### src/rtl/eye_train_pkg.sv
package eye_train_pkg;
  typedef enum logic [2:0] {
    ST_SETTLE = 3'd0,
    ST_REQ    = 3'd1,
    ST_RESP   = 3'd2,
    ST_FINISH = 3'd3,
    ST_DONE   = 3'd4
  } train_state_e;
endpackage

### src/rtl/eye_sweep_ctl.sv
module eye_sweep_ctl
  import eye_train_pkg::*;
#(
  parameter int OFS_W    = 6,
  parameter int SETTLE_W = 4
) (
  input  logic                       clk,
  input  logic                       rst_n,
  input  logic                       retrain,
  input  logic [SETTLE_W-1:0]        settle_cycles,
  input  logic                       test_ready,
  input  logic                       res_valid,
  output logic                       test_valid,
  output logic                       res_ready,
  output logic signed [OFS_W-1:0]    sweep_ofs,
  output logic                       sample_en,
  output logic                       finish,
  output logic                       busy,
  output logic                       done
);
  localparam logic signed [OFS_W-1:0] OFS_MIN = {1'b1, {(OFS_W-1){1'b0}}};
  localparam logic signed [OFS_W-1:0] OFS_MAX = {1'b0, {(OFS_W-1){1'b1}}};

  train_state_e        state;
  logic [SETTLE_W-1:0] wait_cnt;

  always_ff @(posedge clk) begin
    if (!rst_n) begin
      state     <= ST_SETTLE;
      sweep_ofs <= OFS_MIN;
      wait_cnt  <= '0;
    end else if (retrain) begin
      state     <= ST_SETTLE;
      sweep_ofs <= OFS_MIN;
      wait_cnt  <= '0;
    end else begin
      case (state)
        ST_SETTLE: begin
          if (wait_cnt == settle_cycles) state <= ST_REQ;
          else wait_cnt <= wait_cnt + 1'b1;
        end
        ST_REQ: begin
          if (test_ready) state <= ST_RESP;
        end
        ST_RESP: begin
          if (res_valid) begin
            if (sweep_ofs == OFS_MAX) begin
              state <= ST_FINISH;
            end else begin
              sweep_ofs <= sweep_ofs + 1'b1;
              wait_cnt  <= '0;
              state     <= ST_SETTLE;
            end
          end
        end
        ST_FINISH: state <= ST_DONE;
        default:   state <= ST_DONE;
      endcase
    end
  end

  assign test_valid = (state == ST_REQ);
  assign res_ready  = (state == ST_RESP);
  assign sample_en  = (state == ST_RESP) && res_valid && !retrain;
  assign finish     = (state == ST_FINISH) && !retrain;
  assign done       = (state == ST_DONE);
  assign busy       = !done;
endmodule

### src/rtl/eye_window_track.sv
module eye_window_track #(
  parameter int OFS_W = 6
) (
  input  logic                    clk,
  input  logic                    rst_n,
  input  logic                    clear,
  input  logic                    sample_en,
  input  logic                    pass,
  input  logic signed [OFS_W-1:0] ofs,
  input  logic                    finish,
  output logic signed [OFS_W-1:0] trained_ofs,
  output logic                    err
);
  localparam int LEN_W = OFS_W + 1;

  logic                    in_run;
  logic signed [OFS_W-1:0] cur_left;
  logic [LEN_W-1:0]        cur_len;
  logic signed [OFS_W-1:0] best_left, best_right;
  logic [LEN_W-1:0]        best_len;

  logic [LEN_W-1:0]        run_len_n;
  logic signed [OFS_W-1:0] run_left_n;
  logic signed [OFS_W:0]   edge_sum;
  logic signed [OFS_W-1:0] centre;

  always_comb begin
    run_len_n  = in_run ? cur_len + 1'b1 : LEN_W'(1);
    run_left_n = in_run ? cur_left : ofs;
    edge_sum   = {best_left[OFS_W-1], best_left} + {best_right[OFS_W-1], best_right};
    centre     = edge_sum[OFS_W:1];
  end

  always_ff @(posedge clk) begin
    if (!rst_n) begin
      in_run      <= 1'b0;
      cur_left    <= '0;
      cur_len     <= '0;
      best_left   <= '0;
      best_right  <= '0;
      best_len    <= '0;
      trained_ofs <= '0;
      err         <= 1'b0;
    end else if (clear) begin
      in_run   <= 1'b0;
      cur_len  <= '0;
      best_len <= '0;
      err      <= 1'b0;
    end else begin
      if (sample_en) begin
        if (pass) begin
          in_run   <= 1'b1;
          cur_left <= run_left_n;
          cur_len  <= run_len_n;
          if (run_len_n > best_len) begin
            best_left  <= run_left_n;
            best_right <= ofs;
            best_len   <= run_len_n;
          end
        end else begin
          in_run <= 1'b0;
        end
      end
      if (finish) begin
        if (best_len == '0) begin
          err         <= 1'b1;
          trained_ofs <= '0;
        end else begin
          trained_ofs <= centre;
        end
      end
    end
  end
endmodule

### src/rtl/eye_code_sum.sv
module eye_code_sum #(
  parameter int TAP_W = 7,
  parameter int OFS_W = 6
) (
  input  logic                    clk,
  input  logic                    rst_n,
  input  logic [TAP_W-1:0]        base_code,
  input  logic signed [OFS_W-1:0] ofs,
  output logic [TAP_W-1:0]        code
);
  localparam int SW = ((TAP_W > OFS_W) ? TAP_W : OFS_W) + 2;
  localparam logic signed [SW-1:0] TAP_TOP = SW'((1 << TAP_W) - 1);

  logic signed [SW-1:0] base_s, ofs_s, sum_s;
  logic [TAP_W-1:0]     clamped;

  always_comb begin
    base_s = $signed({{(SW-TAP_W){1'b0}}, base_code});
    ofs_s  = $signed({{(SW-OFS_W){ofs[OFS_W-1]}}, ofs});
    sum_s  = base_s + ofs_s;
    if (sum_s < 0)             clamped = '0;
    else if (sum_s > TAP_TOP)  clamped = '1;
    else                       clamped = sum_s[TAP_W-1:0];
  end

  always_ff @(posedge clk) begin
    if (!rst_n) code <= '0;
    else        code <= clamped;
  end
endmodule

### src/rtl/strobe_eye_trainer.sv
module strobe_eye_trainer #(
  parameter int TAP_W    = 7,
  parameter int OFS_W    = 6,
  parameter int SETTLE_W = 4
) (
  input  logic                    clk,
  input  logic                    rst_n,
  input  logic                    retrain,
  input  logic [TAP_W-1:0]        dll_code,
  input  logic [SETTLE_W-1:0]     settle_cycles,
  output logic                    test_valid,
  input  logic                    test_ready,
  input  logic                    res_valid,
  input  logic                    res_pass,
  output logic                    res_ready,
  output logic [TAP_W-1:0]        dqs_code,
  output logic signed [OFS_W-1:0] trained_ofs,
  output logic                    busy,
  output logic                    done,
  output logic                    train_err
);
  logic signed [OFS_W-1:0] sweep_ofs;
  logic signed [OFS_W-1:0] live_ofs;
  logic                    sample_en;
  logic                    finish;

  eye_sweep_ctl #(.OFS_W(OFS_W), .SETTLE_W(SETTLE_W)) u_ctl (
    .clk(clk), .rst_n(rst_n), .retrain(retrain), .settle_cycles(settle_cycles),
    .test_ready(test_ready), .res_valid(res_valid),
    .test_valid(test_valid), .res_ready(res_ready), .sweep_ofs(sweep_ofs),
    .sample_en(sample_en), .finish(finish), .busy(busy), .done(done)
  );

  eye_window_track #(.OFS_W(OFS_W)) u_track (
    .clk(clk), .rst_n(rst_n), .clear(retrain), .sample_en(sample_en),
    .pass(res_pass), .ofs(sweep_ofs), .finish(finish),
    .trained_ofs(trained_ofs), .err(train_err)
  );

  assign live_ofs = busy ? sweep_ofs : trained_ofs;

  eye_code_sum #(.TAP_W(TAP_W), .OFS_W(OFS_W)) u_sum (
    .clk(clk), .rst_n(rst_n), .base_code(dll_code), .ofs(live_ofs), .code(dqs_code)
  );
endmodule

### config.mk
export PLATFORM = sky130hd
export DESIGN_NAME = strobe_eye_trainer
export DESIGN_NICKNAME = d
export VERILOG_FILES = /design/src/rtl/eye_train_pkg.sv /design/src/rtl/eye_sweep_ctl.sv /design/src/rtl/eye_window_track.sv /design/src/rtl/eye_code_sum.sv /design/src/rtl/strobe_eye_trainer.sv
export SDC_FILE = /design/constraint.sdc
export NUM_CORES = 1
export LEC_CHECK = 0
export ABC_AREA = 1
export CAP_MARGIN = 15
export CORE_ASPECT_RATIO = 1.75
export CORE_MARGIN = 5
export CORE_UTILIZATION = 25
export DETAILED_ROUTE_END_ITERATION = 7
export DONT_BUFFER_PORTS = 1
export HOLD_SLACK_MARGIN = 0.1
export SYNTH_ARGS = -nofsm -noshare
export SYNTH_HDL_FRONTEND = slang
export SYNTH_SLANG_ARGS = --single-unit
### constraint.sdc
create_clock -name clk -period 5.95 [get_ports clk]
set_input_delay 0.595 -clock clk [delete_from_list [all_inputs] [get_ports clk]]
set_output_delay 0.595 -clock clk [all_outputs]
set_load 0.01 [all_outputs]
# --- After elaboration in Yosys (flattened, before gate mapping) ---
# Cells that the tools add are included.
# W data, S select, Z words.
totals:
  reg_bits: 60
  in_bits: 17
  elab_cells: 68
  output_inout_bits: 18
op_classes:
  magnitude_cmp: 3
  n_mux: 15
  n_bitwise: 3
  eq_ne: 11
  n_addsub: 5
  n_reduce_logical: 19
op_table:
  columns: ["operator", "count"]
  rows:
  - ["$mux W6", 3]
  - ["$mux W7", 2]
  - ["$mux W4", 3]
  - ["$reduce_and A3 Y1", 4]
  - ["$add A8 B6 Y9", 1]
  - ["$gt A9 B8 Y1 const B", 1]
  - ["$lt A9 B1 Y1 const B", 1]
  - ["$mux W3", 3]
  - ["$pmux W3 S3", 1]
  - ["$pmux W4 S2", 1]
  - ["$reduce_and A4 Y1", 2]
  - ["$add A6 B6 Y7", 1]
  - ["$add A7 B1 Y7 const B", 1]
  - ["$gt A7 B7 Y1", 1]
  - ["$logic_not A7 Y1", 1]
  - ["$add A6 B1 Y6 const B", 1]
  - ["$eq A3 B2 Y1 const B", 2]
  - ["$eq A6 B6 Y1 const B", 1]
  - ["$ne A2 B2 Y1 const B", 3]
  - ["$reduce_and A2 Y1", 3]
  - ["$add A4 B1 Y4 const B", 1]
  - ["$eq A4 B4 Y1", 1]
  - ["$ne A2 B1 Y1 const B", 2]
  - ["$reduce_or A2 Y1", 2]
  - ["other kinds (9)", 14]

# --- Longest topological paths before layout ---
# Gate-level depths: netlist of run 1.
depth:
  ltp_word: 5
  depth_mapped: 17
  mapped_depth_nobuf: 17

# --- Hierarchy ---
# From an unflattened synthesis of run 1, not the netlist that was laid out.
hier_totals:
  cells_unflattened: 562
  hier_area_um2: 3757.4
by_module_without_submodules:
  columns: ["mod", "area_per_inst_um2", "seq_area_each_um2", "instances", "cells_per_inst"]
  rows:
  - ["eye_window_track", 2214.6, 800.8, 1, 321]
  - ["eye_sweep_ctl", 864.6, 260.2, 1, 137]
  - ["eye_code_sum", 606.8, 140.1, 1, 85]
  - ["strobe_eye_trainer", 71.3, 0.0, 1, 19]

# --- Worst setup path before layout of run 1 ---
# OpenSTA, ideal clock, no wires.
synth_path:
  path_kind: "register -> register"
  startpoint: "register u_ctl.state[1]"
  endpoint: "register u_sum.code[1]"
  required_ps: 5880
  setup_ps: 70
  path_stages_with_launch: 17
  synth_period_minus_slack_ps: 2486
  slack_ps: 3464
  n_path_buf: 0
  arrival_time_ps: 2416
  cell_sequence: "dfxtp_1 nor2_1 nand2_1 clkinv_1 o21ai_0 ha_1 inv_1 fa_1 inv_1 nand3_1 nand2_1 nand2_1 nand2_1 nand2_1 nand2_1 nand2_1 a21oi_1"
synth_between:
  elab_chain_len: 5
  elab_cells_between_ends: 7
  cone_classes: "add/sub (1); order compare (2); eq/ne (1); mux (2); reduce/logical (1)"
synth_rtl:
  columns: ["element", "line", "text"]
  rows:
  - ["from (decl)", "eye_sweep_ctl.sv:24", "train_state_e state;"]
  - ["from (signal assigned)", "eye_sweep_ctl.sv:29", "state <= ST_SETTLE;"]
  - ["from (signal assigned)", "eye_sweep_ctl.sv:33", "state <= ST_SETTLE;"]
  - ["from (signal assigned)", "eye_sweep_ctl.sv:39", "if (wait_cnt == settle_cycles) state <= ST_REQ;"]
  - ["$eq A3 B3 Y1 *", "eye_sweep_ctl.sv:66", "assign done = (state == ST_DONE);"]
  - ["named net done", "strobe_eye_trainer.sv:19", "output logic done,"]
  - ["$mux W6 *", "strobe_eye_trainer.sv:40", "assign live_ofs = busy ? sweep_ofs : trained_ofs;"]
  - ["$add A8 B6 Y9 *", "eye_code_sum.sv:20", "sum_s = base_s + ofs_s;"]
  - ["$gt A9 B8 Y1 / $lt A9 B1 Y1 (equally long branches)", "eye_code_sum.sv:22, eye_code_sum.sv:21", null]
  - ["$mux W7 / $reduce_or A2 Y1 (equally long branches)", null, null]
  - ["to (signal assigned)", "eye_code_sum.sv:28", "else code <= clamped;"]
  - ["to (decl)", "eye_code_sum.sv:9", "output logic [TAP_W-1:0] code"]
# The timed path passes the listed nets; every way through them passes the cells marked *.
# A chain may end at the register's enable or synchronous reset.

# --- Final worst setup path of run 1 ---
layout_path:
  startpoint: "register u_ctl.state[1]"
  endpoint: "register u_sum.code[2]"
# Same word-level chain as after synthesis.

==> parameters.txt, run 1 <==
Parameter                              Value

Outcome
  Result of the run    finished clean

Placed design
  DP Wirelength    around 6800 microns
  Weighted congestion at the end of routability-driven global placement    0.829
  Port Buffer Count    0
  Instance area at placement    3770 sq um

Floorplan
  Starting density of the core    between 20% and 30%
  Die width    101 microns
  FP Rows    58
  Die area    17000 sq um
  Die span in y    169 microns
  I/O pin count    35
  Area of the core    14200 sq um

Timing
  Top achievable clock speed    0.343 GHz
  RSZ-0062 raised after global routing    false
  Post-route minimum period    2.91 ns
  Total count of max-transition violations in the final report    0
  Rel. slew slack    approximately 56%
  Endpoints failing setup    0
  Transition time of the tightest slew-check pin    0.655 ns
  Final worst path period share    slightly below 50%
  Fin Clk Skew    0.00838 ns
  Number of endpoints with negative hold slack in the final report    0
  Setup total negative slack    0 ns

Logic synthesis
  Number of distinct library cells after synthesis    32
  Cell taking the most area after synthesis    sky130_fd_sc_hd__dfxtp_1
  Post-synth top flop    sky130_fd_sc_hd__dfxtp_1
  Post-synth design cell area    3600 sq um
  Sequential share of the synthesized area    between 30 and 40%
  Post-synth EDFFs    0
  Yosys warns    0
  Leading cell types by total area after synthesis    sky130_fd_sc_hd__dfxtp_1, sky130_fd_sc_hd__nand2_1, sky130_fd_sc_hd__ha_1
  Post-Syn Nets    571
  Fraction of synthesis flops using an asynchronous set or reset pin    0%
  Synthesized area per cell    6.81 sq um
  Flip-flop and latch count after synthesis    60
  Post-Syn Instances    between 500 and 600
  Ranking of synthesized cells by instance count    sky130_fd_sc_hd__nand2_1, sky130_fd_sc_hd__inv_1, sky130_fd_sc_hd__dfxtp_1, sky130_fd_sc_hd__nor2_1, sky130_fd_sc_hd__nand3_1
  Most numerous cell in the Yosys netlist    sky130_fd_sc_hd__nand2_1
  Yosys top cell area share    33.4%

Power
  Power density over the cells    between 200 and 250 nW/um^2
  Sw Ratio    between 20% and 30%
  Switching power of the nets    216 uW
  Maximum VDD drop    0.120 mV
  Power share of the clock group    about 54%
  Gate power share    4.0%
  Int Power    between 700 and 800 uW
  Static Leakage    1.84 nW
  Sequential power share    42.0%

Worst setup path
  Path type of the worst setup path    flop to flop
  List of cells traversed by the critical path    nor2_1 -> nand2_1 -> clkinv_1 -> o21ai_0 -> ha_1 -> inv_1 -> fa_1 -> inv_1 -> nand3_1 -> nand2_1 -> nand2_1 -> nand2_1 -> nand2_1 -> nand2_1 -> nand2_1 -> a21oi_1
  Dominant delay contributor by cell family on the critical path    simple AND/OR/NAND/NOR gates
  Buffering stage count on the worst path with inverters included    3
  Number of logic stages on the critical path including buffering    16
  Cell with the most instances on the worst path    sky130_fd_sc_hd__nand2_1
  Type of element capturing the critical path    flop
  Longest individual stage delay on the worst path    just over 0.4 ns
  Req. time, crit path    just over 6 ns
  Largest driver fanout on the critical path    9
  Critical path launch point type    flop
  Worst-case reg-to-reg path depth    16
  Standard cell with the maximum stage delay on the critical path    sky130_fd_sc_hd__dfxtp_1
  CP arrival    3.17 ns

Global route
  Global router's overall resource usage    11.0%
  Pin count of the biggest net entering global routing    28
  Wire length of the first global-routing pass    14600 microns
  Number of global-route vias before repair    around 3000
  Number of antenna violations at the first check in global routing    0
  Total global routing overflow    0

Min path
  Depth of the worst hold-timing path    2
  Class of the tightest hold or removal check    primary input to flop

Clock network
  Clock tree from TritonCTS    built
  Quantity of hold-fixing buffers added after cts    0
  CTS buffer count    9
  Clock Sinks    60
  Buffer levels on the longest clock path    2
  Post-CTS resize count    0
  Clk_lat worst skew    0.33 ns
  CTS root buf    sky130_fd_sc_hd__clkbuf_16
  Post-CTS Setup Inserts    0
  CTS clk-pin slew, worst paths    0.06 ns
  CTS H-tree depth    3

Routing
  Pre-antenna DRT Iters    4
  WL/cell    12.2 microns
  Count of nets left with antenna violations after detail routing    0
  Number of remaining DRC errors    0
  Vias per cell    4.45
  Number of vias in the routed layout    about 3200
  Final routed wirelength across all metal layers    between 8000 and 9000 microns
  Iteration-0 DRC Markers    154

Layout
  Antenna diode count    0
  Area of all placed cells without fillers    4070 sq um
  Net count of the finished layout    between 500 and 600
  Fraction of final layout cells with drive strength greater than 1    8.97%
  Area growth from synthesis to final layout    13.2%
  Number of fill cells    1607

Job
  Number of max-cap violations    0
routing by layer:
| metal | routed length, microns | vias to the layer above | share of wire [%] | GRT usage (%) |
|---|---|---|---|---|
| li1 | - | 1712 | - | - |
| met3 | 538 | 14 | 6.2 | 3.67 |
| met2 | 4680 | 50 | 54 | 19.7 |
| met1 | 3280 | 1405 | 38 | 10.9 |
| met4 | 244 | 0 | 2.8 | 5.69 |
| met5 | 0 | - | 0 | 0 |
cell usage in the layout (no fill, tap or decap), types with 2 or more instances in the layout:
cell,synthesis,final
sky130_fd_sc_hd__nand2_1,128,128
sky130_fd_sc_hd__inv_1,69,69
sky130_fd_sc_hd__dfxtp_1,60,60
sky130_fd_sc_hd__nor2_1,55,55
sky130_fd_sc_hd__nand3_1,50,50
sky130_fd_sc_hd__a21oi_1,40,40
sky130_fd_sc_hd__o21ai_0,27,27
sky130_fd_sc_hd__ha_1,24,24
sky130_fd_sc_hd__nor2_2,20,20
sky130_fd_sc_hd__clkbuf_16,0,9
sky130_fd_sc_hd__nand4_1,8,8
sky130_fd_sc_hd__a211oi_1,7,7
sky130_fd_sc_hd__nor3_1,4,4
sky130_fd_sc_hd__or2_2,4,4
sky130_fd_sc_hd__xor2_1,3,3
sky130_fd_sc_hd__xnor2_1,3,3
sky130_fd_sc_hd__nand3_4,2,2
sky130_fd_sc_hd__nor2_4,2,2
sky130_fd_sc_hd__fa_1,2,2
sky130_fd_sc_hd__clkbuf_8,0,2
sky130_fd_sc_hd__clkinv_2,0,2
worst paths after layout:
check	from	endpoint	slack, ns
hold reg to reg	u_track.best_len[4]	u_track.best_len[4]	0.47
setup / recovery	u_ctl.state[1]	u_sum.code[2]	3.04
hold / removal	rst_n	u_track.best_left[0]	0.40
setup reg to reg	u_ctl.state[1]	u_sum.code[2]	3.04
sequential cells by signal, indices dropped and copies added (netlist names), 4 cells and up:
| register | cells |
|---|---|
| u_track.cur_left | 6 |
| u_track.best_left | 6 |
| u_track.trained_ofs | 6 |
| u_track.best_len | 7 |
| u_track.cur_len | 7 |
| u_track.best_right | 6 |
| u_ctl.sweep_ofs | 6 |
| u_sum.code | 7 |
| u_ctl.wait_cnt | 4 |
power groups by stage:
| stage | Combinational [mW] | Sequential (mW) | Clock [mW] |
|---|---|---|---|
| final | 0.0395 | 0.412 | 0.530 |
| after global routing | 0.0466 | 0.412 | 0.556 |
| after CTS | 0.0399 | 0.412 | 0.539 |
| after detailed placement | 0.0397 | 0.421 | 0 |
| after global placement | 0.0399 | 0.421 | 0 |
| after floorplan | 0.0325 | 0.419 | 0 |
cell families after synthesis:
logic type,after synthesis,synth area share [%]
and+or+nand+nor,278,35.2
AOI/OAI and AO/OA,76,11.1
DFF,60,33.4
buffers and inverters,82,9.36
xor gates and xnor gates,6,1.46
adders and majority gates,26,9.46
stage by stage:
stage | util, % | worst slack (ns) | cells | power [mW] | hold slack (ns)
floorplan | - | 3.46 | 528 | 0.452 | 0.440
global placement | 26.5 | 3.12 | 699 | 0.461 | 0.452
detailed placement | 26.5 | 3.05 | 699 | 0.460 | 0.458
CTS | 28.6 | 3.01 | 715 | 0.991 | 0.389
global route | 28.6 | 2.54 | 715 | 1.02 | 0.393
finish | 28.6 | 3.04 | 715 | 0.982 | 0.396
cell type report:
type	instances	area (sq um)	area share, %
clock buffer	12	256	6.30
clock inverter	4	47.5	1.17
inverter	72	275	6.76
multi-input combinational	386	2060	50.6
sequential	60	1200	29.5
tap	180	225	5.53
timing repair buffer	1	7.51	0.184
(Power assumes the default switching activity.)
==> run 2, diff against run 1 <==
ABC_AREA = 0   (was 1)
clock period = 2.67 ns   (was 5.95 ns; I/O delays follow)
==> run 2 against run 1 <==
  * Register-to-register slack got worse by 3.0 ns
  * Clock skew barely moved
  * Worst setup slack got worse by 3.0 ns
  * Non-clock buffer count rose by 34
  * Sequential cell count did not move
  * Via count fell by 6.0%
  * Routed wire length rose by 6.2%
  * Critical path type unchanged
  * Critical endpoint is now u_track.best_left[5]
  * Largest power group unchanged
==> parameters.txt, run 2 <==
Parameter                              Value

Worst setup path
  List of cells traversed by the critical path    nand3_1 -> or3_1 -> a21oi_2 -> ha_1 -> a21o_1 -> a21oi_2 -> nand2b_1 -> o21a_2 -> buf_6 -> o211a_1
  Standard cell with the maximum stage delay on the critical path    sky130_fd_sc_hd__or3_1
  Start of the worst register-to-register path    u_track.cur_len[1]
  Cell with the most instances on the worst path    sky130_fd_sc_hd__a21oi_2
  Req. time, crit path    2.88 ns
  Worst-case reg-to-reg path depth    10
  Longest individual stage delay on the worst path    0.38 ns
  CP arrival    2.80 ns
  Largest driver fanout on the critical path    6
  Critical path launch point type    flop
  Critical path origin    u_track.cur_len[1]
  Type of element capturing the critical path    flop
  Path type of the worst setup path    flop to flop

Clock network
  CTS clk-pin slew, worst paths    0.05 ns
  Clock Sinks    60
  Clock tree from TritonCTS    built
  Buffer levels on the longest clock path    2
  Clk_lat worst skew    0.32 ns
  CTS H-tree depth    3
  CTS root buf    sky130_fd_sc_hd__clkbuf_16
  CTS buffer count    9

Layout
  Most frequent cells in the layout    sky130_fd_sc_hd__dfxtp_1, sky130_fd_sc_hd__nand2_1, sky130_fd_sc_hd__nor2_1
  Area growth from synthesis to final layout    24.8%
  Post-layout utilization of the core    31.8%
  Number of fill cells    1452
  Net count of the finished layout    469
  Area used by multi-input combinational logic    2310 sq um
  Flip-flop and latch area    1210 sq um
  Fraction of final layout cells with drive strength greater than 1    a little over a fifth
  Registers with the most flip-flops    u_sum.code x7, u_track.best_len x7, u_track.cur_len x7
  Antenna diode count    0
  Most common cell after layout, fill and taps aside    sky130_fd_sc_hd__dfxtp_1
  Final std cells w/o fill    607

Placed design
  Worst setup timing slack at the placement stage    -0.102 ns
  Weighted congestion at the end of routability-driven global placement    approximately 0.84
  Number of cells after detailed placement    585
  DP Wirelength    6990 microns
  Port Buffer Count    0

Power
  Static Leakage    approximately 1.8 nW
  Post-route total power    ~2.2 mW
  Power share of the clock group    52.3%
  Sw Ratio    21.4%
  Sequential power share    42.4%
  Gate power share    5.3%
  Power density over the cells    492 nW/um^2
  Switching power of the nets    between 400 and 500 uW
  Int Power    1.70 mW
  Maximum VDD drop    between 0.2 and 0.25 mV

Timing
  Hold slack    0.105 ns
  Total count of max-transition violations in the final report    0
  Setup ws final    slightly above 0.08 ns
  Fin Clk Skew    0.00838 ns
  Number of endpoints with negative hold slack in the final report    0
  RSZ-0062 raised after global routing    true
  Final worst path period share    between 90% and 100%
  Top achievable clock speed    0.386 GHz
  Transition time of the tightest slew-check pin    about 0.89 ns
  Post-route minimum period    2.59 ns
  Rel. slew slack    between 40% and 50%
  Endpoints failing setup    0

Logic synthesis
  Ranking of synthesized cells by instance count    sky130_fd_sc_hd__dfxtp_1, sky130_fd_sc_hd__nand2_1, sky130_fd_sc_hd__nor2_1, sky130_fd_sc_hd__a21oi_1, sky130_fd_sc_hd__mux2i_1
  Flip-flop and latch count after synthesis    60
  Most numerous cell in the Yosys netlist    sky130_fd_sc_hd__dfxtp_1
  Post-Syn Instances    399
  Synthesized area per cell    ~9 sq um
  Fraction of synthesis flops using an asynchronous set or reset pin    0%
  Post-synth EDFFs    0
  Leading cell types by total area after synthesis    sky130_fd_sc_hd__dfxtp_1, sky130_fd_sc_hd__ha_1, sky130_fd_sc_hd__mux2i_1
  Sequential share of the synthesized area    34.1%
  Post-synth design cell area    3520 sq um
  Number of distinct library cells after synthesis    57
  Yosys warns    0
  Yosys top cell area share    between 30% and 40%
  Cell taking the most area after synthesis    sky130_fd_sc_hd__dfxtp_1
  Post-Syn Nets    ~440
  Post-synth top flop    sky130_fd_sc_hd__dfxtp_1

Global route
  Wire length of the first global-routing pass    approximately 15000 microns
  Global router's overall resource usage    between 10% and 20%
  Number of antenna violations at the first check in global routing    0
  Total global routing overflow    0
  Pin count of the biggest net entering global routing    21
  Number of global-route vias before repair    2964

Job
  Number of max-cap violations    0

Routing
  Pre-antenna DRT Iters    4
  Final routed wirelength across all metal layers    about 9300 microns
  Vias per cell    4.92
  Number of vias in the routed layout    roughly 3000
  WL/cell    15.3 microns
  Count of nets left with antenna violations after detail routing    0
  Iteration-0 DRC Markers    104
  Number of remaining DRC errors    0

Floorplan
  FP Rows    57
  Die width    approximately 100 microns
  Die area    ~17000 sq um
  Starting density of the core    25.5%
  Die span in y    roughly 170 microns
  I/O pin count    35
  Area of the core    13800 sq um

Outcome
  Result of the run    finished clean

Min path
  Hold_sp    rst_n
  Class of the tightest hold or removal check    primary input to flop
  Depth of the worst hold-timing path    2
==> run 2: changes by cell type in the layout (fill, tap and decap cells not counted), sizes merged, moves of 25 or more <==
cell and change:
inv -51, mux2i +25, nor2 -39, buf +32, nand2 -83, nand3 -44
==> run 2: path summary, 6_finish.rpt <==
check	to	slack, ns
worst min-delay path	u_track.best_right[5]	0.10
worst max register to register	u_track.best_left[5]	0.08
worst min register to register	u_track.best_right[2]	0.47
worst max-delay path	u_track.best_left[5]	0.08
==> run 2: routing by layer <==
layer / wire [microns] / GRT usage [%] / up-vias
li1: - / - / 1470
met1: 3380 / 10.2 / 1451
met2: 5350 / 21.8 / 49
met3: 229 / 2.09 / 19
met4: 328 / 5.89 / 0
met5: 0 / 0 / -
==> run 2: layout make-up <==
class                      count  share of cell area [%]
inverter                      19                    1.62
clock inverter                 2                   0.797
timing repair buffer          35                    6.72
sequential                    60                    27.4
clock buffer                  13                    5.69
tap                          177                    5.04
multi-input combinational    301                    52.7
==> run 2: cells by family after synthesis <==
group	share of synthesized area (%)
buf+inv	5.15
simple gates	18.2
fa+ha+maj	9.66
xor+xnor	5.22
mux	9.34
flops	34.1
compound gates	18.3
==> run 2: stage by stage <==
step                      instance area [sq um]  setup TNS, ns
final                                      4390              0
after global routing                       4390         -0.193
after CTS                                  4240              0
after detailed placement                   3880          -1.25
after global placement                     3880        -0.0406
after floorplan                            3550              0
==> run 2: critical path: cells and delay by family, from the launching register on <==
family	cells	cell delay, ns
AOI/OAI and AO/OA	5	1.09
adders and majority gates	1	0.28
DFF	1	0.34
buffers and inverters	1	0.15
and+or+nand+nor	3	0.62
==> run 2: power groups by stage <==
stage | Combinational [mW] | Sequential (mW) | Clock (mW)
floorplan | 0.0774 | 0.934 | 0
global placement | 0.0897 | 0.935 | 0
detailed placement | 0.0932 | 0.936 | 0
CTS | 0.106 | 0.917 | 1.15
global route | 0.124 | 0.917 | 1.19
finish | 0.114 | 0.917 | 1.13
==> run 2: repair_timing <==
action | CTS | global route
setup buffers | 0 | 5
gates resized for setup | 12 | 28
hold buffers | 2 | 0
endpoints found under the hold margin | 11 | 0
setup endpoints to repair | 26 | 26
pin swaps | 0 | 10
